File: src/rtl/irq_prio_pkg.sv
package irq_prio_pkg;
  localparam int NSRC  = 5;
  localparam int SRC_W = $clog2(NSRC);
  localparam int VEC_W = 16;
  localparam int EXT_IDX = NSRC - 1;

  // priority order: index 0 is the highest
  typedef struct packed {
    logic clrIe;
    logic clrEdge;
    logic clrNmi;
  } dpStrobe_t;

  // vector = restart number * 8 = half-step count * 4
  function automatic logic [VEC_W-1:0] vecOf(input logic [SRC_W-1:0] idx);
    logic [7:0] halfSteps;
    case (idx)
      3'd0:    halfSteps = 8'd9;
      3'd1:    halfSteps = 8'd15;
      3'd2:    halfSteps = 8'd13;
      3'd3:    halfSteps = 8'd11;
      default: halfSteps = 8'd0;
    endcase
    return VEC_W'({halfSteps, 2'b00});
  endfunction
endpackage

File: src/rtl/irq_prio_dp.sv
module irq_prio_dp
  import irq_prio_pkg::*;
(
  input  logic            clk,
  input  logic            rst,
  input  logic            nmiPin,
  input  logic            edgePin,
  input  logic            lvlAPin,
  input  logic            lvlBPin,
  input  logic            extPin,
  input  logic            ieSet,
  input  logic            ieClr,
  input  logic            cfgWr,
  input  logic [7:0]      cfgData,
  input  logic            serIn,
  input  dpStrobe_t       strb,
  output logic [NSRC-1:0] rawPend,
  output logic [2:0]      maskBits,
  output logic            ieFlag,
  output logic [7:0]      statusByte,
  output logic            serOut
);
  logic edgeLatch, edgePrev, nmiLatch, nmiPrev;
  logic edgeRise, nmiRise, cfgEdgeClr, cfgMaskLd, cfgSerLd;
  wire  unusedCfgBit = cfgData[5];

  assign edgeRise   = edgePin & ~edgePrev;
  assign nmiRise    = nmiPin & ~nmiPrev;
  assign cfgEdgeClr = cfgWr & cfgData[4];
  assign cfgMaskLd  = cfgWr & cfgData[3];
  assign cfgSerLd   = cfgWr & cfgData[6];

  always_ff @(posedge clk) begin
    if (rst) begin
      edgeLatch <= 1'b0;
      edgePrev  <= 1'b0;
      nmiLatch  <= 1'b0;
      nmiPrev   <= 1'b0;
      ieFlag    <= 1'b0;
      maskBits  <= 3'b111;
      serOut    <= 1'b0;
    end else begin
      edgePrev  <= edgePin;
      nmiPrev   <= nmiPin;
      edgeLatch <= edgeRise | (edgeLatch & ~(strb.clrEdge | cfgEdgeClr));
      nmiLatch  <= nmiPin & (nmiRise | (nmiLatch & ~strb.clrNmi));
      if (strb.clrIe || ieClr) ieFlag <= 1'b0;
      else if (ieSet)          ieFlag <= 1'b1;
      if (cfgMaskLd) maskBits <= cfgData[2:0];
      if (cfgSerLd)  serOut   <= cfgData[7];
    end
  end

  assign rawPend    = {extPin, lvlBPin, lvlAPin, edgeLatch, nmiLatch & nmiPin};
  assign statusByte = {serIn, edgeLatch, lvlAPin, lvlBPin, ieFlag, maskBits};

  // masks move only on a gated configuration write
  a_r10_mask_hold: assert property (@(posedge clk) disable iff (rst)
    (!$past(rst) && !$past(cfgMaskLd)) |-> $stable(maskBits));
  // serial output moves only on a gated configuration write
  a_r10_serout_hold: assert property (@(posedge clk) disable iff (rst)
    (!$past(rst) && !$past(cfgSerLd)) |-> $stable(serOut));
  // the edge latch holds until it is taken or cleared by configuration
  a_r7_edge_hold: assert property (@(posedge clk) disable iff (rst)
    (!$past(rst) && $past(edgeLatch) && !$past(strb.clrEdge) && !$past(cfgEdgeClr))
      |-> edgeLatch);
endmodule

File: src/rtl/irq_prio_ctl.sv
module irq_prio_ctl
  import irq_prio_pkg::*;
(
  input  logic             clk,
  input  logic             rst,
  input  logic             boundary,
  input  logic [NSRC-1:0]  rawPend,
  input  logic [2:0]       maskBits,
  input  logic             ieFlag,
  output dpStrobe_t        strb,
  output logic             accept,
  output logic [VEC_W-1:0] vector,
  output logic             isExt,
  output logic             extAck
);
  logic [NSRC-1:0]  elig;
  logic [SRC_W-1:0] grantIdx;
  logic             found, take;

  // index 0 ignores enable and masks; the last index needs only the enable
  assign elig[0]       = rawPend[0];
  assign elig[EXT_IDX] = rawPend[EXT_IDX] & ieFlag;
  generate
    for (genvar g = 1; g < EXT_IDX; g++) begin : g_masked
      assign elig[g] = rawPend[g] & ieFlag & ~maskBits[3-g];
    end
  endgenerate

  always_comb begin
    grantIdx = '0;
    found    = 1'b0;
    for (int i = NSRC - 1; i >= 0; i--) begin
      if (elig[i]) begin
        grantIdx = SRC_W'(i);
        found    = 1'b1;
      end
    end
  end

  assign take         = boundary & found;
  assign strb.clrIe   = take;
  assign strb.clrEdge = take & (grantIdx == SRC_W'(1));
  assign strb.clrNmi  = take & (grantIdx == SRC_W'(0));

  always_ff @(posedge clk) begin
    if (rst) begin
      accept <= 1'b0;
      vector <= '0;
      isExt  <= 1'b0;
      extAck <= 1'b0;
    end else begin
      accept <= take;
      vector <= take ? vecOf(grantIdx) : '0;
      isExt  <= take & (grantIdx == SRC_W'(EXT_IDX));
      extAck <= take & (grantIdx == SRC_W'(EXT_IDX));
    end
  end

  // a take follows a boundary cycle
  a_r9_accept_after_boundary: assert property (@(posedge clk) disable iff (rst)
    accept |-> $past(boundary));
  // the enable flag is already cleared when accept shows
  a_r9_ie_cleared: assert property (@(posedge clk) disable iff (rst)
    accept |-> !ieFlag);
  // accept never lasts two cycles
  a_r12_one_cycle: assert property (@(posedge clk) disable iff (rst)
    accept |=> !accept);
  // the acknowledge comes only with a non-vectored take
  a_r4_ext_ack: assert property (@(posedge clk) disable iff (rst)
    extAck |-> (accept && isExt && vector == '0));
endmodule

File: src/rtl/irq_prio_unit.sv
module irq_prio_unit
  import irq_prio_pkg::*;
(
  input  logic        clk,
  input  logic        rst,
  input  logic        boundary,
  input  logic        nmiPin,
  input  logic        edgePin,
  input  logic        lvlAPin,
  input  logic        lvlBPin,
  input  logic        extPin,
  input  logic        ieSet,
  input  logic        ieClr,
  input  logic        cfgWr,
  input  logic [7:0]  cfgData,
  output logic [7:0]  statusByte,
  input  logic        serIn,
  output logic        serOut,
  output logic        accept,
  output logic [15:0] vector,
  output logic        isExt,
  output logic        extAck
);
  dpStrobe_t       strb;
  logic [NSRC-1:0] rawPend;
  logic [2:0]      maskBits;
  logic            ieFlag;

  irq_prio_dp u_dp (
    .clk(clk), .rst(rst), .nmiPin(nmiPin), .edgePin(edgePin),
    .lvlAPin(lvlAPin), .lvlBPin(lvlBPin), .extPin(extPin),
    .ieSet(ieSet), .ieClr(ieClr), .cfgWr(cfgWr), .cfgData(cfgData),
    .serIn(serIn), .strb(strb), .rawPend(rawPend), .maskBits(maskBits),
    .ieFlag(ieFlag), .statusByte(statusByte), .serOut(serOut)
  );

  irq_prio_ctl u_ctl (
    .clk(clk), .rst(rst), .boundary(boundary), .rawPend(rawPend),
    .maskBits(maskBits), .ieFlag(ieFlag), .strb(strb), .accept(accept),
    .vector(vector), .isExt(isExt), .extAck(extAck)
  );

  // a take at the non-maskable vector needs the pin high at the boundary
  a_r5_nmi_level: assert property (@(posedge clk) disable iff (rst)
    (accept && vector == 16'h0024) |-> $past(nmiPin));
endmodule

File: config.mk
export PLATFORM = sky130hd
export DESIGN_NAME = irq_prio_unit
export DESIGN_NICKNAME = d
export VERILOG_FILES = /design/src/rtl/irq_prio_pkg.sv /design/src/rtl/irq_prio_dp.sv /design/src/rtl/irq_prio_ctl.sv /design/src/rtl/irq_prio_unit.sv
export SDC_FILE = /design/constraint.sdc
export NUM_CORES = 1
export LEC_CHECK = 0
export ABC_AREA = 1
export BUFFER_PORTS_ARGS = -buffer_cell sky130_fd_sc_hd__buf_2
export CAP_MARGIN = 15
export CORE_ASPECT_RATIO = 1.1
export CORE_MARGIN = 10
export CORE_UTILIZATION = 38
export DETAILED_ROUTE_END_ITERATION = 16
export PLACE_DENSITY_LB_ADDON = 0.3
export SKIP_CTS_REPAIR_TIMING = 1
export SYNTH_ARGS = -nofsm -noshare
export SYNTH_HDL_FRONTEND = slang
export SYNTH_HIERARCHICAL = 1
export SYNTH_SLANG_ARGS = --single-unit
File: constraint.sdc
create_clock -name clk -period 1.4 [get_ports clk]
set_clock_uncertainty 0.15 [all_clocks]
set_input_delay 0.28 -clock clk [delete_from_list [all_inputs] [get_ports clk]]
set_output_delay 0.28 -clock clk [all_outputs]
set_load 0.05 [all_outputs]
==> summary.txt, run 1 <==
Pwr
  – Pwr Density: 995.8 nW/um2
  – Internal: 0.0005694 W
  – Seq pwr share: 48.7%
  – Psw: 0.0003153 W
  – Leakage: 0.5246 nW
  – Total power: 0.0008847 W
  – Logic pwr share: 27.6%
  – Maximum VDD drop: 0.4333 mV
  – Sw Share: 35.64%
  – Clock Power Share: 23.7%

CTS
  – # clock sinks: 14
  – Clock Pin Slew Worst Setup and Hold Paths: 0.08 ns
  – CTS H-tree lvls: 1
  – Clk Latency, worst-skew pair: 0.26 ns
  – CTS tree: built
  – Clock buffer depth: 2
  – CTS buffer count: 3
  – Clk root buf: clkbuf_4

Timing
  – Final min period: 1.358 ns
  – Max-slew violation count: 0
  – Ratio of final minimum period to clock period: 96.98%
  – Final setup vio count: 0
  – RSZ-0062 raised after global routing: yes
  – Fin. Hold Viols: 0
  – Smallest hold slack: 0.07360 ns
  – Setup TNS: 0 ns
  – Highest clock rate: 736.5 MHz

GRT
  – Initial antenna violation count: 0
  – GRT Total Usage: 8.007%
  – Total congestion overflow: 0
  – Vias in the first global route: 678
  – First-pass GRT wire length: 2.766 mm
  – Largest net degree at the start of global routing: 8

Worst setup path
  – Worst EP arrival: 0.93 ns
  – CP Class: register to output port
  – Slowest CP cell: dfxtp_4
  – CP delay by family, top: flip-flops
  – Crit start category: register
  – Setup slack, reg-to-reg: 0.10 ns
  – Crit path max fanout: 6
  – CP required: 0.97 ns
  – Max incr delay on CP: 0.39 ns
  – CP bufs+invs: 1
  – Critical Path End Type: output port
  – Crit-path cells: buf_2

Layout
  – Layout cell share with drive strength beyond 1: 39.10%
  – Non-Filler Instances: 161
  – Nets: 155
  – Diode count: 0
  – Commonest non-fill, non-tap cell in the layout: buf_2
  – Commonest cells after routing, fill and taps aside: buf_2 (30), nand2_1 (17), inv_1 (14), nor2_1 (14), conb_1 (12)
  – Final Util: 44.43%
  – Area growth syn-to-layout: 10.94%
  – Filler cells: 237

Floorplanning
  – Die X: 63.77 um
  – Top Ports: 48
  – Core Area: 1999 um2
  – Num rows: 17
  – Die Y: 68.15 um
  – Die area: 4346 um2
  – Initial Util: 40.05%

Synth
  – Syn Inst Count: 113
  – Cell variety after synth: 16
  – Sequential area share after synthesis: 35.00%
  – Register bit count reported by yosys: 14
  – Mean area per synthesized cell: 7.086 um2
  – YS warnings: 6
  – Mapped cell area: 800.8 um2

Placement
  – Placer congestion estimate: 0.7667
  – Port buffer count: 32
  – Dpl cells: 158
  – Dpl hpwl: 1.454 mm

Drt
  – Vias/cell: 4.056
  – Remaining DRCs: 0
  – DR pass1 iterations: 4
  – Drt total wl: 1.673 mm
  – Via count: 653
  – DR WL/cell: 10.39 um
  – Drt initial violations: 25
  – Final ANT Viol Nets: 0

Worst hold path
  – Worst hold path type: input pin to register

Status
  – Status: completed

Flow run
  – Max-cap violations: 0
## power by group through the flow
| stage | Combinational (W) | Sequential [W] | Clock (W) |
|---|---|---|---|
| 2_1_floorplan | 0.000232 | 0.000452 | 0 |
| 3_3_place_gp | 0.000236 | 0.000439 | 0 |
| 3_5_place_dp | 0.000239 | 0.000440 | 0 |
| 4_1_cts | 0.000240 | 0.000431 | 0.000225 |
| 5_1_grt | 0.000263 | 0.000435 | 0.000239 |
| 6_report | 0.000244 | 0.000431 | 0.000209 |
## layout make-up
| type | instances | area [um2] | share of cell area, % |
|---|---|---|---|
| Sequential cell | 14 | 286.5 | 32.25 |
| Inverter | 17 | 63.81 | 7.183 |
| Timing Repair Buffer | 33 | 172.7 | 19.44 |
| Tap cell | 28 | 35.03 | 3.944 |
| Clock buffer | 3 | 22.52 | 2.535 |
| Multi-Input combinational cell | 66 | 307.8 | 34.65 |
## logic make-up (layout without fill, tap and decap cells)
kind of cell | Yosys count | in the layout | share of synthesized area (%)
buf+inv | 44 | 53 | 33.28
other cells | 1 | 12 | 0.4683
compound gates | 5 | 5 | 4.531
simple gates | 49 | 49 | 26.72
flops | 14 | 14 | 35.00
## worst reg2reg max path: stages (launching register included)
cell     delay [ns]
dfxtp_4        0.39
nand2_2        0.08
o21ai_4        0.15
inv_2          0.05
nand2_2        0.07
nand2_1        0.07
nor2_1         0.09
nor2_1         0.05
nand3_1        0.06
nand2_1        0.05
## cell usage after synthesis, drive strengths merged
master,number,area (um2)
buf,27,202.7
nand2,22,90.09
inv,17,63.81
nor2,16,62.56
dfxtp,14,280.3
nand3,9,50.05
o21ai,4,31.28
a21oi,1,5.000
conb,1,3.750
nand4,1,6.260
nor3,1,5.000
## stage by stage
| step | instance area (um2) | setup WS (ns) |
|---|---|---|
| after floorplan | 842.1 | 0.07568 |
| after global placement | 842.1 | 0.06329 |
| after detailed placement | 842.1 | 0.04053 |
| after CTS | 864.6 | -0.04725 |
| after global routing | 888.4 | -0.02555 |
| final | 888.4 | 0.04232 |
## path summary, 6_finish.rpt
| check | end | from | cells past startpoint |
|---|---|---|---|
| max | statusByte[3] | u_dp/ieFlag$_SDFFE_PP0P_ | 1 |
| min | u_dp/ieFlag$_SDFFE_PP0P_ | ieSet | 3 |
| max reg2reg | u_dp/edgeLatch$_SDFF_PP0_ | u_dp/ieFlag$_SDFFE_PP0P_ | 9 |
| min reg2reg | u_dp/nmiLatch$_SDFF_PP0_ | u_dp/nmiPrev$_SDFF_PP0_ | 1 |
## sequential cells by signal, indices dropped and copies added, names as in the netlist
signal and flops:
u_ctl/vector 3, u_dp/maskBits 3, u_ctl/accept 1, u_ctl/extAck 1, u_dp/edgeLatch 1, u_dp/edgePrev 1, u_dp/ieFlag 1, u_dp/nmiLatch 1
u_dp/nmiPrev 1, u_dp/serOut 1
## per-layer routing
layer | wire length (um) | track usage [%] | share of wire, %
met4 | 34 | 6.557 | 2.0
met5 | 0 | 0 | 0
met1 | 702 | 8.116 | 42
met2 | 802 | 13.32 | 48
met3 | 134 | 2.936 | 8.0
Note: power is estimated with default switching activity, not from simulation.
==> inputs of run 2 (changes only) <==
--- a/config.mk
+++ b/config.mk
@@ -10,11 +10,10 @@
 export CAP_MARGIN = 15
 export CORE_ASPECT_RATIO = 1.1
 export CORE_MARGIN = 10
-export CORE_UTILIZATION = 38
+export CORE_UTILIZATION = 36
 export DETAILED_ROUTE_END_ITERATION = 16
 export PLACE_DENSITY_LB_ADDON = 0.3
 export SKIP_CTS_REPAIR_TIMING = 1
 export SYNTH_ARGS = -nofsm -noshare
 export SYNTH_HDL_FRONTEND = slang
-export SYNTH_HIERARCHICAL = 1
 export SYNTH_SLANG_ARGS = --single-unit
==> run 2 against run 1 <==
Wire length down 1.7%. Fmax grew 1.7%. Critical path depth unchanged. Power shrank 1.0%. Hold slack got worse by 0.014 ns. Sequential power is essentially flat. Die area is 5.6% lower. Final cell count shrank 8.1%. Flip-flop and latch count did not move. Sequential share of layout area grew 1.7 points. Synthesized area shrank 13%.
==> summary.txt, run 2 <==
Synth
  – Post-synth EDFFs: 0
  – Cell variety after synth: 18
  – Syn Inst Count: 93
  – Yosys top cell by area: dfxtp_1
  – Sequential area share after synthesis: 40.14%
  – Main area contributors after synthesis: dfxtp_1 (40%), buf_4 (20%), nand2_1 (10%), nor2_1 (6.5%), nand3_1 (4.3%)
  – Mapped cell area: 698.2 um2
  – Asr flop ratio synth: 0%
  – YS warnings: 0
  – Post-synth top area share: 40.14%
  – Top FF cell, synth: dfxtp_1
  – Commonest cells in the netlist: buf_4 (19), nand2_1 (19), dfxtp_1 (14)
  – Register bit count reported by yosys: 14
  – Mean area per synthesized cell: 7.507 um2

Timing
  – Final setup vio count: 0
  – Max-slew violation count: 0
  – Setup TNS: 0 ns
  – Fin. Hold Viols: 0
  – Highest clock rate: 749.1 MHz
  – RSZ-0062 raised after global routing: no
  – PnR worst setup slack: 0.06512 ns
  – Final min period: 1.335 ns
  – Ratio of final minimum period to clock period: 95.35%

Placement
  – DP Worst Slack: 0.1635 ns
  – Port buffer count: 32
  – Dpl hpwl: 1.447 mm
  – Dpl cells: 145
  – Placer congestion estimate: 0.7451

Layout
  – Area growth syn-to-layout: 18.82%
  – Diode count: 0
  – Non-Filler Instances: 148
  – Largest regs: u_ctl.vector x3, u_dp.maskBits x3
  – Commonest cells after routing, fill and taps aside: buf_2 (29), nand2_1 (19), dfxtp_1 (13), nor2_1 (12), conb_1 (12)
  – Final Util: 45.54%
  – Nets: 143
  – Layout cell share with drive strength beyond 1: 34.71%
  – Commonest non-fill, non-tap cell in the layout: buf_2
  – Filler cells: 204

Drt
  – Final ANT Viol Nets: 0
  – DR pass1 iterations: 4
  – Via count: 616
  – Vias/cell: 4.162
  – DR WL/cell: 11.11 um
  – Drt total wl: 1.644 mm
  – Remaining DRCs: 0
  – Drt initial violations: 11

Pwr
  – Internal: 0.0005657 W
  – Psw: 0.0003097 W
  – Leakage: 0.4509 nW
  – Total power: 0.0008754 W
  – Seq pwr share: 49.0%
  – Pwr Density: 1055 nW/um2
  – Logic pwr share: 26.1%
  – Maximum VDD drop: 0.4508 mV
  – Sw Share: 35.38%
  – Clock Power Share: 24.9%

Worst setup path
  – CP required: 0.97 ns
  – Crit path max fanout: 3
  – Crit. path cell count: 1
  – CP bufs+invs: 1
  – Slowest CP cell: dfxtp_1
  – CP delay by family, top: flip-flops
  – Critical Path End Type: output port
  – Crit start category: register
  – Max incr delay on CP: 0.38 ns
  – Worst EP arrival: 0.90 ns
  – Cell depth of the worst flop-to-flop path: 6
  – CP Class: register to output port
  – Crit-path cells: clkbuf_4

CTS
  – Clock Pin Slew Worst Setup and Hold Paths: 0.08 ns
  – Clk root buf: clkbuf_4
  – # clock sinks: 14
  – CTS buffer count: 3
  – Clock buffer depth: 2
  – CTS H-tree lvls: 1
  – Clk Latency, worst-skew pair: 0.27 ns
  – CTS tree: built

GRT
  – Initial antenna violation count: 0
  – Vias in the first global route: 634
  – Largest net degree at the start of global routing: 8
  – GRT Total Usage: 8.503%
  – First-pass GRT wire length: 2.580 mm
  – Total congestion overflow: 0

Floorplanning
  – Core Area: 1822 um2
  – Initial Util: 38.32%
  – Top Ports: 48
  – Die Y: 66.19 um
  – Die area: 4103 um2
  – Die X: 61.99 um
  – Num rows: 16

Worst hold path
  – Hold path depth: 3
  – Worst hold path type: input pin to register

Status
  – Status: completed

Flow run
  – Max-cap violations: 0
==> run 2: cell count changes in the layout (fill, tap and decap cells not counted), moves of 2 or more <==
cell / previous run / this run
inv_1: 14 / 7
nand2_2: 5 / 1
dfxtp_1: 11 / 13
inv_2: 3 / 1
nand2_1: 17 / 19
nand3_2: 2 / 0
nor2_1: 14 / 12
==> run 2: kinds of logic (layout without fill, tap and decap cells) <==
family          count (synthesis)  in the layout  share of synthesized area, %
simple gates                   43             43                         27.96
buf+inv                        27             44                         24.73
flops                          14             14                         40.14
compound gates                  8              8                         6.632
other cells                     1             12                        0.5371
==> run 2: power groups by stage <==
| stage | Clock [W] | Sequential [W] | Combinational, W |
|---|---|---|---|
| 6_report | 0.000218 | 0.000429 | 0.000229 |
| 3_3_place_gp | 0 | 0.000437 | 0.000224 |
| 5_1_grt | 0.000246 | 0.000432 | 0.000244 |
| 2_1_floorplan | 0 | 0.000467 | 0.000184 |
| 4_1_cts | 0.000225 | 0.000429 | 0.000226 |
| 3_5_place_dp | 0 | 0.000438 | 0.000226 |
==> run 2: stage by stage <==
step	hold WS (ns)	instance area [um2]
6_report	0.05976	829.5
5_1_grt	0.05650	829.5
4_1_cts	0.05485	820.8
3_5_place_dp	0.2641	798.3
3_3_place_gp	0.2498	798.3
2_1_floorplan	0.1991	739.5
==> run 2: worst paths after layout <==
path,startpoint,to,slack (ns)
max,u_dp.maskBits[2]$_SDFFE_PP1P_,statusByte[2],0.07
min,cfgData[1],u_dp.maskBits[1]$_SDFFE_PP1P_,0.06
max reg2reg,u_dp.ieFlag$_SDFFE_PP0P_,u_ctl.vector[4]$_SDFF_PP0_,0.24
min reg2reg,u_dp.nmiPrev$_SDFF_PP0_,u_dp.nmiLatch$_SDFF_PP0_,0.27
==> run 2: area by class of cell <==
class	instances	area, um2	area share [%]
multi-input combinational	63	286.5	34.54
sequential	14	281.5	33.94
timing repair buffer	33	175.2	21.12
tap	27	33.78	4.072
inverter	8	30.03	3.620
clock buffer	3	22.52	2.715
==> run 2: layer usage <==
layer / share of wire (%) / wire [um] / track usage (%)
met5: 0 / 0 / 0
met4: 2.4 / 40 / 8.380
met2: 57 / 935 / 15.00
met1: 34 / 552 / 7.407
met3: 7.0 / 115 / 1.923
